==> src/rtl/crc_unit_pkg.sv <==
package crc_unit_pkg;
  localparam int unsigned BYTE_W = 8;
  localparam int unsigned CRC_W  = 16;
  localparam int unsigned ADDR_W = 2;
  localparam int unsigned SEL_W  = 2;
  localparam int unsigned NUM_SEL = 1 << SEL_W;

  localparam logic [ADDR_W-1:0] OFS_CTRL = 2'd0;
  localparam logic [ADDR_W-1:0] OFS_DATA = 2'd1;
  localparam logic [ADDR_W-1:0] OFS_RESL = 2'd2;
  localparam logic [ADDR_W-1:0] OFS_RESH = 2'd3;

  localparam int unsigned CLR_BIT   = 7;
  localparam int unsigned ORDER_BIT = 2;

  typedef enum logic [SEL_W-1:0] {
    SEL_IDLE = 2'd0,
    SEL_C8   = 2'd1,
    SEL_C16A = 2'd2,
    SEL_C16B = 2'd3
  } polySel_e;

  typedef struct packed {
    logic              fold;
    logic              clear;
    logic [BYTE_W-1:0] dataByte;
    polySel_e          sel;
    logic              msbFirst;
  } crcStrobe_t;

  function automatic logic [CRC_W-1:0] polyOf(input int unsigned s);
    case (s)
      1:       return 16'h0007;
      2:       return 16'h8005;
      3:       return 16'h1021;
      default: return '0;
    endcase
  endfunction

  function automatic int unsigned widthOf(input int unsigned s);
    return (s == 1) ? 8 : CRC_W;
  endfunction

  function automatic logic [CRC_W-1:0] reflectPoly(input logic [CRC_W-1:0] p,
                                                   input int unsigned w);
    logic [CRC_W-1:0] r;
    r = '0;
    for (int j = 0; j < CRC_W; j++)
      if (j < int'(w)) r[int'(w) - 1 - j] = p[j];
    return r;
  endfunction

  function automatic logic [CRC_W-1:0] foldByte(input logic [CRC_W-1:0] base,
                                                input logic [BYTE_W-1:0] din,
                                                input logic [CRC_W-1:0] polyN,
                                                input int unsigned w,
                                                input logic msb);
    logic [CRC_W-1:0] c;
    logic [CRC_W-1:0] mask;
    logic [CRC_W-1:0] polyR;
    logic fb;
    mask  = {CRC_W{1'b1}} >> (CRC_W - w);
    polyR = reflectPoly(polyN, w);
    c     = base & mask;
    for (int i = 0; i < BYTE_W; i++) begin
      if (msb) begin
        fb = c[int'(w) - 1] ^ din[BYTE_W - 1 - i];
        c  = (c << 1) & mask;
        if (fb) c = c ^ polyN;
      end else begin
        fb = c[0] ^ din[i];
        c  = c >> 1;
        if (fb) c = c ^ polyR;
      end
    end
    return c & mask;
  endfunction
endpackage

==> src/rtl/crc_unit_ctrl.sv <==
module crc_unit_ctrl
  import crc_unit_pkg::*;
(
  input  logic                   clk,
  input  logic                   rstN,
  input  logic [ADDR_W-1:0]      addr,
  input  logic                   wrEn,
  input  logic [BYTE_W-1:0]      wrData,
  input  logic [CRC_W-1:0]       crcVal,
  output crcStrobe_t             strb,
  output logic [BYTE_W-1:0]      rdData
);
  polySel_e          selQ;
  logic              orderQ;
  logic [BYTE_W-1:0] dataQ;

  logic ctrlWr;
  logic dataWr;

  assign ctrlWr = wrEn && (addr == OFS_CTRL);
  assign dataWr = wrEn && (addr == OFS_DATA);

  always_ff @(posedge clk) begin
    if (!rstN) begin
      selQ   <= SEL_IDLE;
      orderQ <= 1'b0;
      dataQ  <= '0;
    end else begin
      if (ctrlWr) begin
        selQ   <= polySel_e'(wrData[SEL_W-1:0]);
        orderQ <= wrData[ORDER_BIT];
      end
      if (dataWr) dataQ <= wrData;
    end
  end

  always_comb begin
    strb.fold     = dataWr;
    strb.clear    = ctrlWr && wrData[CLR_BIT];
    strb.dataByte = wrData;
    strb.sel      = selQ;
    strb.msbFirst = orderQ;
  end

  always_comb begin
    rdData = '0;
    case (addr)
      OFS_CTRL: begin
        rdData[SEL_W-1:0] = selQ;
        rdData[ORDER_BIT] = orderQ;
      end
      OFS_DATA: rdData = dataQ;
      OFS_RESL: rdData = crcVal[BYTE_W-1:0];
      default:  rdData = crcVal[CRC_W-1:BYTE_W];
    endcase
  end
endmodule

==> src/rtl/crc_unit_dp.sv <==
module crc_unit_dp
  import crc_unit_pkg::*;
(
  input  logic             clk,
  input  logic             rstN,
  input  crcStrobe_t       strb,
  output logic [CRC_W-1:0] crcVal
);
  logic [CRC_W-1:0] crcQ;
  logic [CRC_W-1:0] baseVal;
  logic [CRC_W-1:0] cand [NUM_SEL];

  // a clear in the same cycle is applied before the byte is folded
  assign baseVal = strb.clear ? '0 : crcQ;
  assign cand[0] = baseVal;

  for (genvar g = 1; g < NUM_SEL; g++) begin : g_poly
    assign cand[g] = foldByte(baseVal, strb.dataByte, polyOf(g), widthOf(g),
                              strb.msbFirst);
  end

  always_ff @(posedge clk) begin
    if (!rstN)           crcQ <= '0;
    else if (strb.fold)  crcQ <= cand[strb.sel];
    else if (strb.clear) crcQ <= '0;
  end

  assign crcVal = crcQ;
endmodule

==> src/rtl/crc_unit.sv <==
module crc_unit
  import crc_unit_pkg::*;
(
  input  logic              clk,
  input  logic              rstN,
  input  logic [1:0]        addr,
  input  logic              wrEn,
  input  logic [7:0]        wrData,
  output logic [7:0]        rdData
);
  crcStrobe_t       strb;
  logic [CRC_W-1:0] crcVal;
  polySel_e         polySel;

  assign polySel = strb.sel;

  crc_unit_ctrl u_ctrl (
    .clk    (clk),
    .rstN   (rstN),
    .addr   (addr),
    .wrEn   (wrEn),
    .wrData (wrData),
    .crcVal (crcVal),
    .strb   (strb),
    .rdData (rdData)
  );

  crc_unit_dp u_dp (
    .clk    (clk),
    .rstN   (rstN),
    .strb   (strb),
    .crcVal (crcVal)
  );
endmodule

==> config.mk <==
export PLATFORM = sky130hd
export DESIGN_NAME = crc_unit
export DESIGN_NICKNAME = d
export VERILOG_FILES = /design/src/rtl/crc_unit_pkg.sv /design/src/rtl/crc_unit_ctrl.sv /design/src/rtl/crc_unit_dp.sv /design/src/rtl/crc_unit.sv
export SDC_FILE = /design/constraint.sdc
export NUM_CORES = 1
export LEC_CHECK = 0
export BUFFER_PORTS_ARGS = -buffer_cell sky130_fd_sc_hd__buf_2
export CAP_MARGIN = 5
export CORE_ASPECT_RATIO = 1.2
export CORE_MARGIN = 2
export CORE_UTILIZATION = 44
export DETAILED_ROUTE_END_ITERATION = 12
export PLACE_DENSITY = 0.67
export REMOVE_ABC_BUFFERS = 1
export SETUP_SLACK_MARGIN = 0.02
export SYNTH_ARGS = -nofsm -noshare
export SYNTH_HDL_FRONTEND = slang
export SYNTH_SLANG_ARGS = --single-unit
==> constraint.sdc <==
create_clock -name clk -period 3.64 [get_ports clk]
set_input_delay 0.91 -clock clk [delete_from_list [all_inputs] [get_ports clk]]
set_output_delay 0.91 -clock clk [all_outputs]
set_load 0.01 [all_outputs]
==> metrics.md, run 1 <==
| Metric | Value |
|---|---|
| Largest net degree at the start of global routing | `43` |
| Full die area | `9810 sq um` |
| Port bufs | `20` |
| Sink Count | `27` |
| Vias in the first global route | `3,695` |
| Tightest Pin Transition | `about 1.1 ns` |
| CP max-delay cell | `or3b_2` |
| Tcrit/Tclk final | `89.0%` |
| Final TNS setup | `0 ns` |
| Cell-internal power | `between 0.6 and 0.7 mW` |
| Die width | `90.8 um` |
| H-Tree Depth | `1` |
| Worst Hold Path Cells | `2` |
| Ys flop type | `dfxtp_1` |
| Crit Reg-Reg Startpoint | `u_dp.crcVal[0]` |
| Synth warn | `0` |
| Req. time, crit path | `3.79 ns` |
| Detailed Place HPWL | `approximately 10,000 um` |
| Setup violators final | `0` |
| Mapped Area | `3980 sq um` |
| Crit path cell chain | `buf_2 -> buf_12 -> or3b_2 -> nand2_1 -> mux2i_1 -> a221o_1 -> xor2_1 -> mux4_2 -> a21oi_1 -> a221oi_1` |
| Maxcap violations | `0` |
| First-pass GRT wire length | `21,500 um` |
| Clk network pwr share | `18.5%` |
| Slew headroom | `28.1%` |
| Final WL | `14,200 um` |
| Worst reg2reg path depth | `8` |
| N_diodes | `0` |
| Post-synth ARST share | `0%` |
| Antenna violations before repair | `0` |
| Worst setup SP type | `input port` |
| Worst clock skew | `0.0137 ns` |
| Hold Path End | `u_ctrl.dataQ[6]` |
| CP Capture Type | `flip-flop` |
| Clock buffer depth | `2` |
| FF+latch count, synth | `27` |
| Hold Worst Slack | `0.466 ns` |
| Maximum vdd drop | `0.114 mV` |
| Slowest Stage Delay on Critical Path | `0.54 ns` |
| Post-CTS sizing | `0` |
| Worst EP arrival | `between 3 and 4 ns` |
| CORE AREA | `8890 sq um` |
| Drt wl/cell | `~23 um` |
| Combinational share of power | `53.1%` |
| CP Class | `input port to flip-flop` |
| Area delta synth->final | `11.1%` |
| Vias per inst | `6.24` |
| Buf+Inv Stages, Crit Path | `2` |
| Worst Hold Class | `flip-flop to flip-flop` |
| CTS Hold Bufs | `0` |
| Cell count after synthesis | `481` |
| Gr usage total | `28.7%` |
| WL met1 | `5710 um` |
| Fin. Hold Viols | `0` |
| Routed wl met3 | `1170 um` |
| Share of cells above drive strength 1 | `18.5%` |
| CTS tree | `done` |
| Max Clk Rate | `roughly 0.31 GHz` |
| Worst hold start | `u_ctrl.dataQ[6]` |
| Finished Core Util | `49.7%` |
| Post-route DRC | `0` |
| Top sig layer | `met4` |
| Clock root cell | `clkbuf_8` |
| Post-synth top area cell | `xnor2_1` |
| Worst r2r dst | `u_dp.crcVal[12]` |
| Post-synth top cells | `nand2_1 (66), xnor2_1 (66), a21oi_1 (36)` |
| RePlAce Congestion | `0.971` |
| Grt total ovfl | `0` |
| Number of synthesized flops with an enable pin | `0` |
| Drt initial violations | `533` |
| Seq pwr share | `between 20 and 30%` |
| PD cells | `248 nW/um^2` |
| Pins Over Slew Limit | `0` |
| Fin nets | `a little over 500` |
| Synth top area share | `approximately 15%` |
| Synth top area cells | `xnor2_1 (15%), dfxtp_1 (14%), xnor3_1 (12%), xor2_1 (6.6%), nand2_1 (6.2%)` |
| IO Pins | `21` |
| RSZ-0062 raised after global routing | `no` |
| Cell leakage power | `approximately 1.8 nW` |
| Net Sw Frac | `between 30% and 40%` |
| Worst-skew pair later-pin latency | `0.30 ns` |
| Status | `finished clean` |
| Crit path time final | `3.24 ns` |
| DR vias | `3,882` |
| Synth cell types | `between 60 and 70` |
| Register area share after synthesis | `13.6%` |
| Reg2reg setup slack | `0.66 ns` |
| Crit-path max FO | `14` |
| CP Depth | `10` |
| Drt first pass iters | `6` |
| Site Rows | `38` |
| Clk pin slew, worst setup/hold paths | `between 0.1 and 0.15 ns` |
| Starting Density | `44.7%` |
| Die Span Y | `roughly 110 um` |
| CTS buffer count | `3` |
| Post-synthesis average cell area | `8.26 sq um` |
| Wire length on met2 | `6660 um` |
| Net switching power | `0.422 mW` |
| ANT nets after route | `0` |
| Number of post-CTS setup repair buffers | `0` |
| CP delay by family, top | `simple AND/OR/NAND/NOR gates` |
-- cells in the final DEF, fill, tap and decap left out, drive strengths merged, types with 3 or more instances in the layout --
cell type	netlist	final
or3b	3	3
a41oi	3	3
a31oi	6	6
xor2	33	33
inv	8	8
xnor3	22	22
xnor2	68	68
mux2i	17	17
a211oi	4	4
or2	3	3
clkbuf	31	4
and2	7	7
a22o	6	6
a21oi	36	36
nand2	66	66
nor2	26	26
o21a	3	3
nand3	8	8
o32ai	4	4
nor3	4	4
mux4	6	6
o22ai	3	3
o211ai	3	3
dfxtp	27	27
o21ai	19	19
o221ai	3	3
a2111oi	3	3
or3	5	5
buf	15	63
mux2	8	8
-- flip-flops by register name, indices dropped and copies added (netlist names) --
signal,cells
u_dp.crcVal,16
u_ctrl.dataQ,8
u_ctrl.selQ,2
u_ctrl.orderQ,1
-- tightest hold or removal path, cell delays in order, from the launching register on --
cell,delay (ns)
dfxtp_1,0.33
nand2_1,0.05
a21oi_1,0.05
-- routing by layer --
| layer | global-route usage [%] | vias to the layer above |
|---|---|---|
| met5 | 0 | - |
| met4 | 11.8 | 0 |
| met3 | 2.44 | 54 |
| met2 | 48.9 | 236 |
| met1 | 37.7 | 1872 |
| li1 | - | 1720 |
-- cell type report --
class,instances,area (sq um)
fillers,854,4480
multi-input cells,399,3200
flip-flops and latches,27,541
repair buffers,63,448
well taps,120,150
clock buffers,4,45.0
inverters,9,33.8
-- cells by family (layout without fill, tap and decap cells) --
group / count (synthesis) / count (layout) / share of synthesized area (%)
flops: 27 / 27 / 13.6
simple gates: 135 / 135 / 15.9
xor+xnor: 124 / 124 / 36.5
mux: 31 / 31 / 9.95
buf+inv: 55 / 76 / 5.95
compound gates: 109 / 109 / 18.1
-- power groups by stage --
stage | registers [mW] | clock network [mW] | logic, mW
floorplan | 0.317 | 0 | 0.400
global placement | 0.317 | 0 | 0.557
detailed placement | 0.318 | 0 | 0.568
CTS | 0.311 | 0.201 | 0.571
global route | 0.312 | 0.204 | 0.614
finish | 0.311 | 0.203 | 0.581
-- how the worst max path moves through the flow --
stage	start	to	slack [ns]
2_1_floorplan	addr[1]	u_dp.crcVal[12]	-0.11
3_3_place_gp	addr[0]	u_dp.crcVal[1]	0.18
3_5_place_dp	addr[0]	u_dp.crcVal[1]	0.15
4_1_cts	addr[0]	u_dp.crcVal[1]	0.46
5_1_grt	addr[0]	u_dp.crcVal[1]	0.34
6_report	addr[0]	u_dp.crcVal[1]	0.40
-- metrics by stage --
step,cell area (sq um),cells,setup slack [ns],total power [mW]
final,4420,622,0.400,1.10
after floorplan,3770,435,-0.114,0.718
after CTS,4420,622,0.464,1.08
after global routing,4420,622,0.337,1.13
after global placement,4370,618,0.177,0.874
after detailed placement,4370,618,0.147,0.885
Note: power is estimated with default switching activity, not from simulation.
==> run 2, diff against run 1 <==
CORE_MARGIN = 3   (was 2)
==> run 2 against run 1 <==
Combinational power about the same. Cell area down 0.77%. Worst hold slack better by 0.0026 ns. Global-route usage down 0.78 points. Utilization up 0.68 points. Sequential share of layout area up 0.094 points. Non-clock buffer count down 4. Critical path depth down 1. Clock-buffer cell count unchanged. Die area up 4.1%. Register-to-register slack better by 0.21 ns.
==> metrics.md, run 2 (same netlist as run 1, synthesis figures left out) <==
| Metric | Value |
|---|---|
| Status | `finished clean` |
| Max reg flops | `16 (unchanged)` |
| DR vias | `3,845 (-0.95%)` |
| Worst Setup SP | `addr[1]` |
| Tightest Pin Transition | `1.21 ns (+0.145 ns)` |
| Finished Cell Area | `4380 sq um (-0.77%)` |
| Final WL | `14,000 um (-1.0%)` |
| CTS tree | `done` |
| Detailed Place HPWL | `10,300 um (+0.60%)` |
| Pins Over Slew Limit | `0 (unchanged)` |
| Most frequent cells in the layout | `nand2_1 (66), xnor2_1 (66), buf_4 (37)` |
| Crit-path max FO | `3 (-11)` |
| Fin. Hold Viols | `0 (unchanged)` |
| Post-route DRC | `0 (unchanged)` |
| Die Span Y | `110 um (+1.8%)` |
| Slew headroom | `18.4% (-9.7 points)` |
| Worst-skew pair later-pin latency | `0.30 ns (about the same)` |
| Die width | `92.8 um (+2.2%)` |
| Worst Hold Class | `flip-flop to flip-flop` |
| Top sig layer | `met4` |
| N_diodes | `0 (unchanged)` |
| Clk pin slew, worst setup/hold paths | `0.12 ns (about the same)` |
| Crit-path most repeated cell | `xnor3_1` |
| Grt total ovfl | `0 (unchanged)` |
| Wire length on met2 | `6530 um (-2.1%)` |
| Worst Hold Path Cells | `2 (unchanged)` |
| Maxcap violations | `0 (unchanged)` |
| Max Clk Rate | `0.314 GHz (+1.7%)` |
| Final Worst Setup Slack | `0.453 ns (+0.0532 ns)` |
| Share of cells above drive strength 1 | `17.9% (-0.65 points)` |
| Post-Layout Cell Count | `615 (-1.1%)` |
| Pre-CTS setup slack | `0.143 ns (-0.00496 ns)` |
| Number of post-CTS setup repair buffers | `0 (unchanged)` |
| Port bufs | `20 (unchanged)` |
| Placed insts | `611 (-1.1%)` |
| Clock buffer depth | `2 (unchanged)` |
| ANT nets after route | `0 (unchanged)` |
| First-pass GRT wire length | `21,300 um (-1.1%)` |
| CTS Hold Bufs | `0 (unchanged)` |
| Cell leakage power | `1.74 nW (-1.3%)` |
| Slowest Stage Delay on Critical Path | `0.48 ns (-0.06 ns)` |
| Hold Worst Slack | `0.468 ns (+0.00256 ns)` |
| RePlAce Congestion | `0.985 (+1.5%)` |
| Final Power | `1.09 mW (-0.35%)` |
| Worst EP arrival | `3.38 ns (about the same)` |
| Vias in the first global route | `3,669 (-0.70%)` |
| Post-CTS sizing | `0 (unchanged)` |
| Largest net degree at the start of global routing | `34 (-21%)` |
| Antenna violations before repair | `0 (unchanged)` |
| Site Rows | `37 (-2.6%)` |
| Area delta synth->final | `10.2%` |
| Crit path time final | `3.19 ns (-0.0532 ns)` |
| Routed wl met3 | `1310 um (+12%)` |
| CP max-delay cell | `xnor3_1` |
| CP Class | `input port to flip-flop` |
| RSZ-0062 raised after global routing | `no` |
| Tcrit/Tclk final | `87.6% (-1.5 points)` |
| CP Capture Type | `flip-flop` |
| Drt first pass iters | `5 (-1)` |
| Vias per inst | `6.25 (+0.17%)` |
| Worst clock skew | `0.00769 ns (-0.00599 ns)` |
| Crit path cell chain | `buf_2 -> nand4bb_1 -> nand2_1 -> xnor3_1 -> xnor3_1 -> mux2_2 -> xnor3_1 -> and4_1 -> o31a_1` |
| Drt initial violations | `448 (-16%)` |
| Gr usage total | `27.9% (-0.78 points)` |
| CORE AREA | `8700 sq um (-2.1%)` |
| Crit Reg-Reg Startpoint | `u_dp.crcVal[13]` |
| CTS buffer count | `3 (unchanged)` |
| Placement Cell Area | `4340 sq um (-0.77%)` |
| Starting Density | `45.7% (+0.96 points)` |
| PD cells | `249 nW/um^2 (+0.42%)` |
| Worst setup SP type | `input port` |
| Drt wl/cell | `22.8 um (+0.12%)` |
| Maximum vdd drop | `0.121 mV (+5.7%)` |
| Setup violators final | `0 (unchanged)` |
| IO Pins | `21 (unchanged)` |
| WL met1 | `5460 um (-4.3%)` |
| Req. time, crit path | `3.84 ns (+0.05 ns)` |
| Worst reg2reg path depth | `9 (+1)` |
| Worst hold start | `u_ctrl.dataQ[1]` |
| Full die area | `10,200 sq um (+4.1%)` |
| Reg2reg setup slack | `0.87 ns (+0.21 ns)` |
| Fin nets | `512 (-0.78%)` |
| H-Tree Depth | `1 (unchanged)` |
| Clock root cell | `clkbuf_8` |
| Sink Count | `27 (unchanged)` |
run 2: per-layer routing:
| layer | GRT usage, % | vias up |
|---|---|---|
| met2 | 46.5 | 249 |
| met3 | 4.41 | 51 |
| met4 | 13.7 | 0 |
| li1 | - | 1710 |
| met1 | 35.2 | 1835 |
| met5 | 0 | - |
run 2: cell type report:
| type | instances | area (sq um) |
|---|---|---|
| inverter | 9 | 33.8 |
| fill | 874 | 4320 |
| sequential | 27 | 541 |
| tap | 117 | 146 |
| multi-input combinational | 399 | 3200 |
| timing repair buffer | 59 | 418 |
| clock buffer | 4 | 45.0 |
run 2: worst paths after layout:
| path | to |
|---|---|
| worst max-delay path | u_dp.crcVal[12] |
| worst min register to register | u_ctrl.dataQ[1] |
| worst max register to register | u_dp.crcVal[6] |
| worst min-delay path | u_ctrl.dataQ[1] |
run 2: report_power, final:
group / internal (mW) / switching (mW)
Sequential: 0.301 / 0.00823
Clock: 0.0794 / 0.122
Combinational: 0.291 / 0.290
run 2: critical path, delay by kind of cell:
family / cells / cell delay [ns]
AO/OA/AOI/OAI: 1 / 0.28
XOR/XNOR: 3 / 1.07
buffers and inverters: 1 / 0.11
multiplexers: 1 / 0.31
AND/OR/NAND/NOR: 3 / 0.69
run 2: per-stage QoR:
stage	utilization [%]	setup TNS (ns)
final	50.3	0
after global routing	50.3	0
after CTS	50.3	0
after detailed placement	49.8	0
after global placement	49.8	0
after floorplan	-	-0.114
